<file path="config.mk">
export PLATFORM = sky130hd
export DESIGN_NAME = branch_record_buf
export DESIGN_NICKNAME = d
export VERILOG_FILES = /design/src/rtl/brb_pkg.sv /design/src/rtl/brb_cfg_reg.sv /design/src/rtl/brb_entry_store.sv /design/src/rtl/brb_irq_hold.sv /design/src/rtl/branch_record_buf.sv
export SDC_FILE = /design/constraint.sdc
export NUM_CORES = 2
export LEC_CHECK = 0
export CAP_MARGIN = 5
export CORE_UTILIZATION = 60
export DETAILED_ROUTE_END_ITERATION = 16
export PLACE_DENSITY_LB_ADDON = 0.2
export SYNTH_ARGS = -nofsm -noshare
export SYNTH_HDL_FRONTEND = slang
export SYNTH_HIERARCHICAL = 1
export SYNTH_SLANG_ARGS = --single-unit
export TNS_END_PERCENT = 30
</file>
<file path="constraint.sdc">
create_clock -name clk -period 8.83 [get_ports clk]
set_clock_uncertainty 0.2 [all_clocks]
set_input_delay 1.3245 -clock clk [delete_from_list [all_inputs] [get_ports clk]]
set_output_delay 1.3245 -clock clk [all_outputs]
set_load 0.005 [all_outputs]
</file>
<file path="src/rtl/brb_pkg.sv">
package brb_pkg;
  localparam int DATA_W  = 64;
  localparam int EN_BIT  = 2;
  localparam int RSV_LSB = 3;
  localparam int VB_BIT  = 5;
  localparam int OFF_LSB = 16;
  localparam int SEL_LSB = 24;

  function automatic logic [DATA_W-1:0] pack_cfg(input logic en, input logic vb,
                                                  input logic [7:0] off, input logic [7:0] sel);
    logic [DATA_W-1:0] w;
    w = '0;
    w[EN_BIT]              = en;
    w[RSV_LSB +: 2]        = 2'b11;
    w[VB_BIT]              = vb;
    w[OFF_LSB +: 4]        = off[3:0];
    w[SEL_LSB +: 3]        = sel[2:0];
    return w;
  endfunction
endpackage

</file>
<file path="src/rtl/brb_cfg_reg.sv">
module brb_cfg_reg #(
  parameter int DEPTH = 16,
  parameter int OFF_W = 4,
  parameter int SEL_W = 3
) (
  input  logic             clk,
  input  logic             rst,
  input  logic             wr,
  input  logic             wr_en,
  input  logic             wr_vb,
  input  logic [OFF_W-1:0] wr_off,
  input  logic [SEL_W-1:0] wr_sel,
  input  logic             br_valid,
  output logic             en,
  output logic             vb,
  output logic [OFF_W-1:0] off,
  output logic [SEL_W-1:0] sel
);
  localparam logic [OFF_W-1:0] LAST = OFF_W'(DEPTH - 1);

  always_ff @(posedge clk) begin
    if (rst) begin
      en  <= 1'b0;
      vb  <= 1'b0;
      off <= '0;
      sel <= '0;
    end else if (wr) begin
      en  <= wr_en;
      vb  <= wr_vb;
      off <= wr_off;
      sel <= wr_sel;
    end else if (en && br_valid) begin
      vb  <= 1'b1;
      off <= (off == LAST) ? '0 : off + 1'b1;
      en  <= (off != LAST);
    end
  end
endmodule

</file>
<file path="src/rtl/brb_entry_store.sv">
module brb_entry_store #(
  parameter int DEPTH  = 16,
  parameter int IDX_W  = 4,
  parameter int DATA_W = 64
) (
  input  logic              clk,
  input  logic              rec,
  input  logic [IDX_W-1:0]  rec_idx,
  input  logic [DATA_W-1:0] rec_src,
  input  logic [DATA_W-1:0] rec_dst,
  input  logic              sw_we,
  input  logic              sw_is_dst,
  input  logic [IDX_W-1:0]  sw_idx,
  input  logic [DATA_W-1:0] sw_data,
  input  logic [IDX_W-1:0]  rd_idx,
  output logic [DATA_W-1:0] src_q,
  output logic [DATA_W-1:0] dst_q
);
  logic [DATA_W-1:0] src_mem [DEPTH];
  logic [DATA_W-1:0] dst_mem [DEPTH];

  always_ff @(posedge clk) begin
    for (int i = 0; i < DEPTH; i++) begin
      if (rec && rec_idx == IDX_W'(i)) begin
        src_mem[i] <= rec_src;
        dst_mem[i] <= rec_dst;
      end else if (sw_we && sw_idx == IDX_W'(i)) begin
        if (sw_is_dst) dst_mem[i] <= sw_data;
        else           src_mem[i] <= sw_data;
      end
    end
    src_q <= src_mem[rd_idx];
    dst_q <= dst_mem[rd_idx];
  end
endmodule

</file>
<file path="src/rtl/brb_irq_hold.sv">
module brb_irq_hold (
  input  logic clk,
  input  logic rst,
  input  logic ovf_req,
  input  logic en,
  output logic irq_out
);
  logic pend;
  logic fire;

  assign fire = pend && !en;

  always_ff @(posedge clk) begin
    if (rst) begin
      pend    <= 1'b0;
      irq_out <= 1'b0;
    end else begin
      pend    <= (pend && !fire) || ovf_req;
      irq_out <= fire;
    end
  end
endmodule

</file>
<file path="src/rtl/branch_record_buf.sv">
module branch_record_buf #(
  parameter int DEPTH      = 16,
  parameter int SEL_W      = 3,
  parameter int ADDR_W     = 8,
  parameter int CFG_ADDR   = 16,
  parameter int ENTRY_BASE = 32
) (
  input  logic                       clk,
  input  logic                       rst,
  input  logic                       br_valid,
  input  logic [brb_pkg::DATA_W-1:0] br_src,
  input  logic [brb_pkg::DATA_W-1:0] br_dst,
  input  logic                       ovf_req,
  input  logic                       reg_we,
  input  logic [ADDR_W-1:0]          reg_addr,
  input  logic [brb_pkg::DATA_W-1:0] reg_wdata,
  output logic [brb_pkg::DATA_W-1:0] rdata,
  output logic                       irq_out
);
  import brb_pkg::*;
  localparam int OFF_W = $clog2(DEPTH);
  localparam logic [ADDR_W-1:0] CFG_A  = ADDR_W'(CFG_ADDR);
  localparam logic [ADDR_W-1:0] BASE_A = ADDR_W'(ENTRY_BASE);
  localparam logic [ADDR_W-1:0] END_A  = ADDR_W'(ENTRY_BASE + 2 * DEPTH);

  logic             cfg_en, cfg_vb;
  logic [OFF_W-1:0] cfg_off;
  logic [SEL_W-1:0] cfg_sel;

  logic              cfg_hit, ent_hit;
  logic [ADDR_W-1:0] rel;
  logic [OFF_W-1:0]  ent_idx;
  logic              rec;
  logic [DATA_W-1:0] src_q, dst_q;
  logic              rd_cfg_q, rd_ent_q, rd_dst_q;
  logic [DATA_W-1:0] cfg_snap_q;

  assign cfg_hit = (reg_addr == CFG_A);
  assign ent_hit = (reg_addr >= BASE_A) && (reg_addr < END_A);
  assign rel     = reg_addr - BASE_A;
  assign ent_idx = OFF_W'(rel >> 1);
  assign rec     = cfg_en && br_valid;

  brb_cfg_reg #(.DEPTH(DEPTH), .OFF_W(OFF_W), .SEL_W(SEL_W)) u_cfg (
    .clk(clk), .rst(rst),
    .wr(reg_we && cfg_hit),
    .wr_en(reg_wdata[EN_BIT]),
    .wr_vb(reg_wdata[VB_BIT]),
    .wr_off(reg_wdata[OFF_LSB +: OFF_W]),
    .wr_sel(reg_wdata[SEL_LSB +: SEL_W]),
    .br_valid(br_valid),
    .en(cfg_en), .vb(cfg_vb), .off(cfg_off), .sel(cfg_sel)
  );

  brb_entry_store #(.DEPTH(DEPTH), .IDX_W(OFF_W), .DATA_W(DATA_W)) u_store (
    .clk(clk),
    .rec(rec), .rec_idx(cfg_off), .rec_src(br_src), .rec_dst(br_dst),
    .sw_we(reg_we && ent_hit), .sw_is_dst(rel[0]), .sw_idx(ent_idx),
    .sw_data(reg_wdata),
    .rd_idx(ent_idx),
    .src_q(src_q), .dst_q(dst_q)
  );

  brb_irq_hold u_irq (
    .clk(clk), .rst(rst), .ovf_req(ovf_req), .en(cfg_en), .irq_out(irq_out)
  );

  always_ff @(posedge clk) begin
    if (rst) begin
      rd_cfg_q   <= 1'b0;
      rd_ent_q   <= 1'b0;
      rd_dst_q   <= 1'b0;
      cfg_snap_q <= '0;
    end else begin
      rd_cfg_q   <= cfg_hit;
      rd_ent_q   <= ent_hit;
      rd_dst_q   <= rel[0];
      cfg_snap_q <= pack_cfg(cfg_en, cfg_vb, 8'(cfg_off), 8'(cfg_sel));
    end
  end

  always_comb begin
    if (rd_cfg_q)      rdata = cfg_snap_q;
    else if (rd_ent_q) rdata = rd_dst_q ? dst_q : src_q;
    else               rdata = '0;
  end
endmodule

</file>
==> impl_metrics.py <==
metrics = {
    "setup_path": {
        "worst_path_max_delay_cell": "buf_4",
        "crit_path_max_incr_delay_ns": 0.88,
        "required_ns": 9.22,
        "endpoint_kind": "register",
        "crit_type": "input pin to register",
        "cp_max_fo": 40,
        "cp_cell_sequence": "clkdlybuf4s50_1, and2_1, and3_1, nand3_1, nand3_4, buf_4, mux2_2",
        "cp-start-kind": "input pin",
        "cp_num_buf_inv": 2,
        "crit_family": "simple AND/OR/NAND/NOR gates",
        "arrival_ns": 5.50,
    },
    "pwr": {
        "power.leakage_nw": 38.7,
        "power.density_mw_per_mm2": 190,
        "peakVddDrop_mv": 0.188,
    },
    "clocking": {
        "cts_max_level": 4,
        "clock_sinks": 2200,
        "post-cts-setup-buffers": 0,
        "numCtsBuffers": 223,
        "postCtsResizedCells": 0,
        "clkTransAtPathRegs_ns": 0.06,
        "ctsLongestPathBuffers": 3,
        "cts_tree": "yes",
        "cts_hold_buf": 0,
        "cts_root_buffer": "clkbuf_16",
        "clkLatencyLatePin_ns": 0.86,
    },
    "sta": {
        "rsz0062_at_grt": "false",
        "slew_violations": 0,
        "period_share_pct": 57.9,
        "period_needed_ns": 5.11,
        "fin_setup_tns_ns": 0,
        "setup_slack_ns": 3.72,
        "worst_pin_slew_ns": 1.31,
        "hold_viol": 0,
        "fmax_ghz": 0.196,
        "finalSetupViolCount": 0,
        "maxSlewHeadroom_pct": 12.2,
        "whs_ns": 0.266,
    },
    "grt": {
        "grt-ovfl-total": 0,
        "antenna_found_initial": 33,
        "first_global_vias": 61000,
        "grt.total_usage_pct": 34.7,
        "grt_pass1_wl_um": 446000,
        "grt_max_degree": 105,
    },
    "placement": {
        "io_buffers": 269,
        "gp_congestion": 0.832,
        "dp_slack_ns": 3.02,
        "hpwl_um": 167000,
        "placed_cell_area_mm2": 0.112,
        "dpl.cell_count": 8097,
    },
    "yosys": {
        "synth.avg_cell_area_um2": 17.8,
        "synth_area_mm2": 0.108,
        "synth.distinct_cells": 55,
        "synth_ff_type": "edfxtp_1",
        "synth.net_count": 6275,
        "yosysSeqAreaShare_pct": 59.9,
        "async_flop_share_pct": 0,
        "synth-edff-count": 2048,
        "postSynthCellCount": 6069,
        "yosysWarnings": 6,
        "synth_seq_cells": 2200,
    },
    "die": {
        "rows": 155,
        "start_util_pct": 60.4,
        "die_area_mm2": 0.181,
        "coreArea_mm2": 0.178,
        "io_pins": 270,
        "fp.dieW_um": 426,
        "fp.dieH_um": 426,
    },
    "flow_run": {
        "maxCapViolCount": 0,
    },
    "drt": {
        "drc_errors": 0,
        "vias": 60100,
        "drtAntennaViolNets": 0,
        "drt_iter0_markers": 7861,
        "avgViaCountPerCell": 7.04,
        "wl_per_cell_um": 36.8,
        "totalWireLength_um": 314000,
        "drt_pre_antenna_iters": 6,
    },
    "worst_hold_path": {
        "min_path_type": "register to register",
    },
    "finish": {
        "synthToLayoutAreaGrowth_pct": 10.5,
        "final_area_mm2": 0.119,
        "layout-drive-gt1-share_pct": 51.3,
        "nets": 6173,
        "instances_no_fill": 8539,
    },
    "status": {
        "status": "complete, no violations",
    },
}
-- worst paths after layout --
kind                            slack [ns]  depth (start not counted)                                 to                      start
worst min-delay path                  0.27                          1          cfg_snap_q[24]$_SDFF_PP0_  u_cfg/sel[0]$_SDFFE_PP0P_
worst max register to register        4.14                          6  u_store/src_mem[15][15]$_DFFE_PP_      u_cfg/en$_SDFFE_PP0P_
worst max-delay path                  3.72                          7  u_store/src_mem[15][15]$_DFFE_PP_                   br_valid
worst min register to register        0.27                          1          cfg_snap_q[24]$_SDFF_PP0_  u_cfg/sel[0]$_SDFFE_PP0P_
-- metrics by stage --
| stage | util [%] | power [mW] |
|---|---|---|
| floorplan | - | 12.8 |
| global placement | 62.6 | 13.2 |
| detailed placement | 62.6 | 13.3 |
| CTS | 66.8 | 22.7 |
| global route | 66.8 | 23.2 |
| finish | 66.8 | 22.7 |
-- layout by cell type, fill, tap and decap left out, types with 7 or more instances in the layout --
cell type,synthesis,layout
a211oi_1,39,39
a21oi_1,16,16
a21oi_4,5,8
a31oi_1,27,27
and2_1,11,11
buf_4,41,106
bufinv_16,0,14
clkbuf_1,385,55
clkbuf_16,0,229
clkbuf_8,0,46
clkdlybuf4s50_1,0,265
clkinv_1,0,24
clkinv_2,0,38
dfxtp_1,152,151
diode_2,0,18
edfxtp_1,2048,2048
mux2_1,28,28
mux2_2,1960,1960
mux2_4,60,60
mux2i_1,82,82
mux4_2,600,600
nand2_1,137,105
nand2_4,0,32
nand3_1,13,7
nand3_4,0,24
nor2_1,61,61
nor2b_1,46,44
o21ai_1,9,9
-- registers in the layout, summed over array words and instances, names as in the netlist --
name,cells
rd_cfg_q,1
rd_ent_q,1
u_cfg/sel,3
u_irq/irq_out,1
u_cfg/en,1
u_cfg/vb,1
u_store/dst_mem,1024
u_irq/pend,1
u_store/src_q,64
u_store/src_mem,1024
u_cfg/off,4
rd_dst_q,1
u_store/dst_q,64
cfg_snap_q,10
-- synth_stat cells, types with 5 or more instances --
cell type,instances,area [µm²]
nor2_1,61,229
nor2b_1,46,288
a31oi_1,27,169
mux4_2,600,13500
inv_1,5,18.8
buf_2,261,1310
o21ai_1,9,45.0
a211oi_1,39,293
nand3_2,18,180
and2_1,11,68.8
buf_8,6,90.1
a21oi_4,5,81.3
buf_4,41,308
buf_1,10,37.5
nand3_1,13,65.1
nand2_1,137,514
mux2_4,60,901
edfxtp_1,2048,61500
mux2_1,28,315
clkbuf_1,385,1450
mux2_2,1960,22100
mux2i_1,82,821
dfxtp_1,152,3040
a21oi_1,16,80.1
-- routing by layer --
metal,track usage [%],vias up,share of wire [%]
li1,-,24100,-
met1,46.4,31700,37
met2,55.8,3595,48
met3,7.67,660,11
met4,13.1,20,3.8
met5,0,-,0.038
-- kinds of logic after synthesis --
logic type / Yosys count / synth area share, %
and+or+nand+nor: 318 / 1.51
DFF: 2200 / 59.9
xor gates and xnor gates: 1 / 0.00813
muxes: 2730 / 34.9
buffers and inverters: 711 / 2.99
AOI/OAI and AO/OA: 108 / 0.705
adders and majority gates: 1 / 0.0116
-- power by group --
group | leakage, nW | switching [mW] | internal (mW) | total, mW
clock network | 3.68 | 4.07 | 5.55 | 9.61
logic | 15.3 | 0.776 | 0.773 | 1.55
registers | 19.7 | 0.0409 | 11.5 | 11.5
-- area by class of cell --
type	instances	area, µm²
multi-input cells	3158	40500
fillers	11900	59300
diodes	18	45.0
clock buffers	330	6570
clock inverters	94	906
flip-flops and latches	2200	64500
well taps	2355	2950
inverters	5	18.8
repair buffers	379	3590
Power figures use the tool's default switching activity.
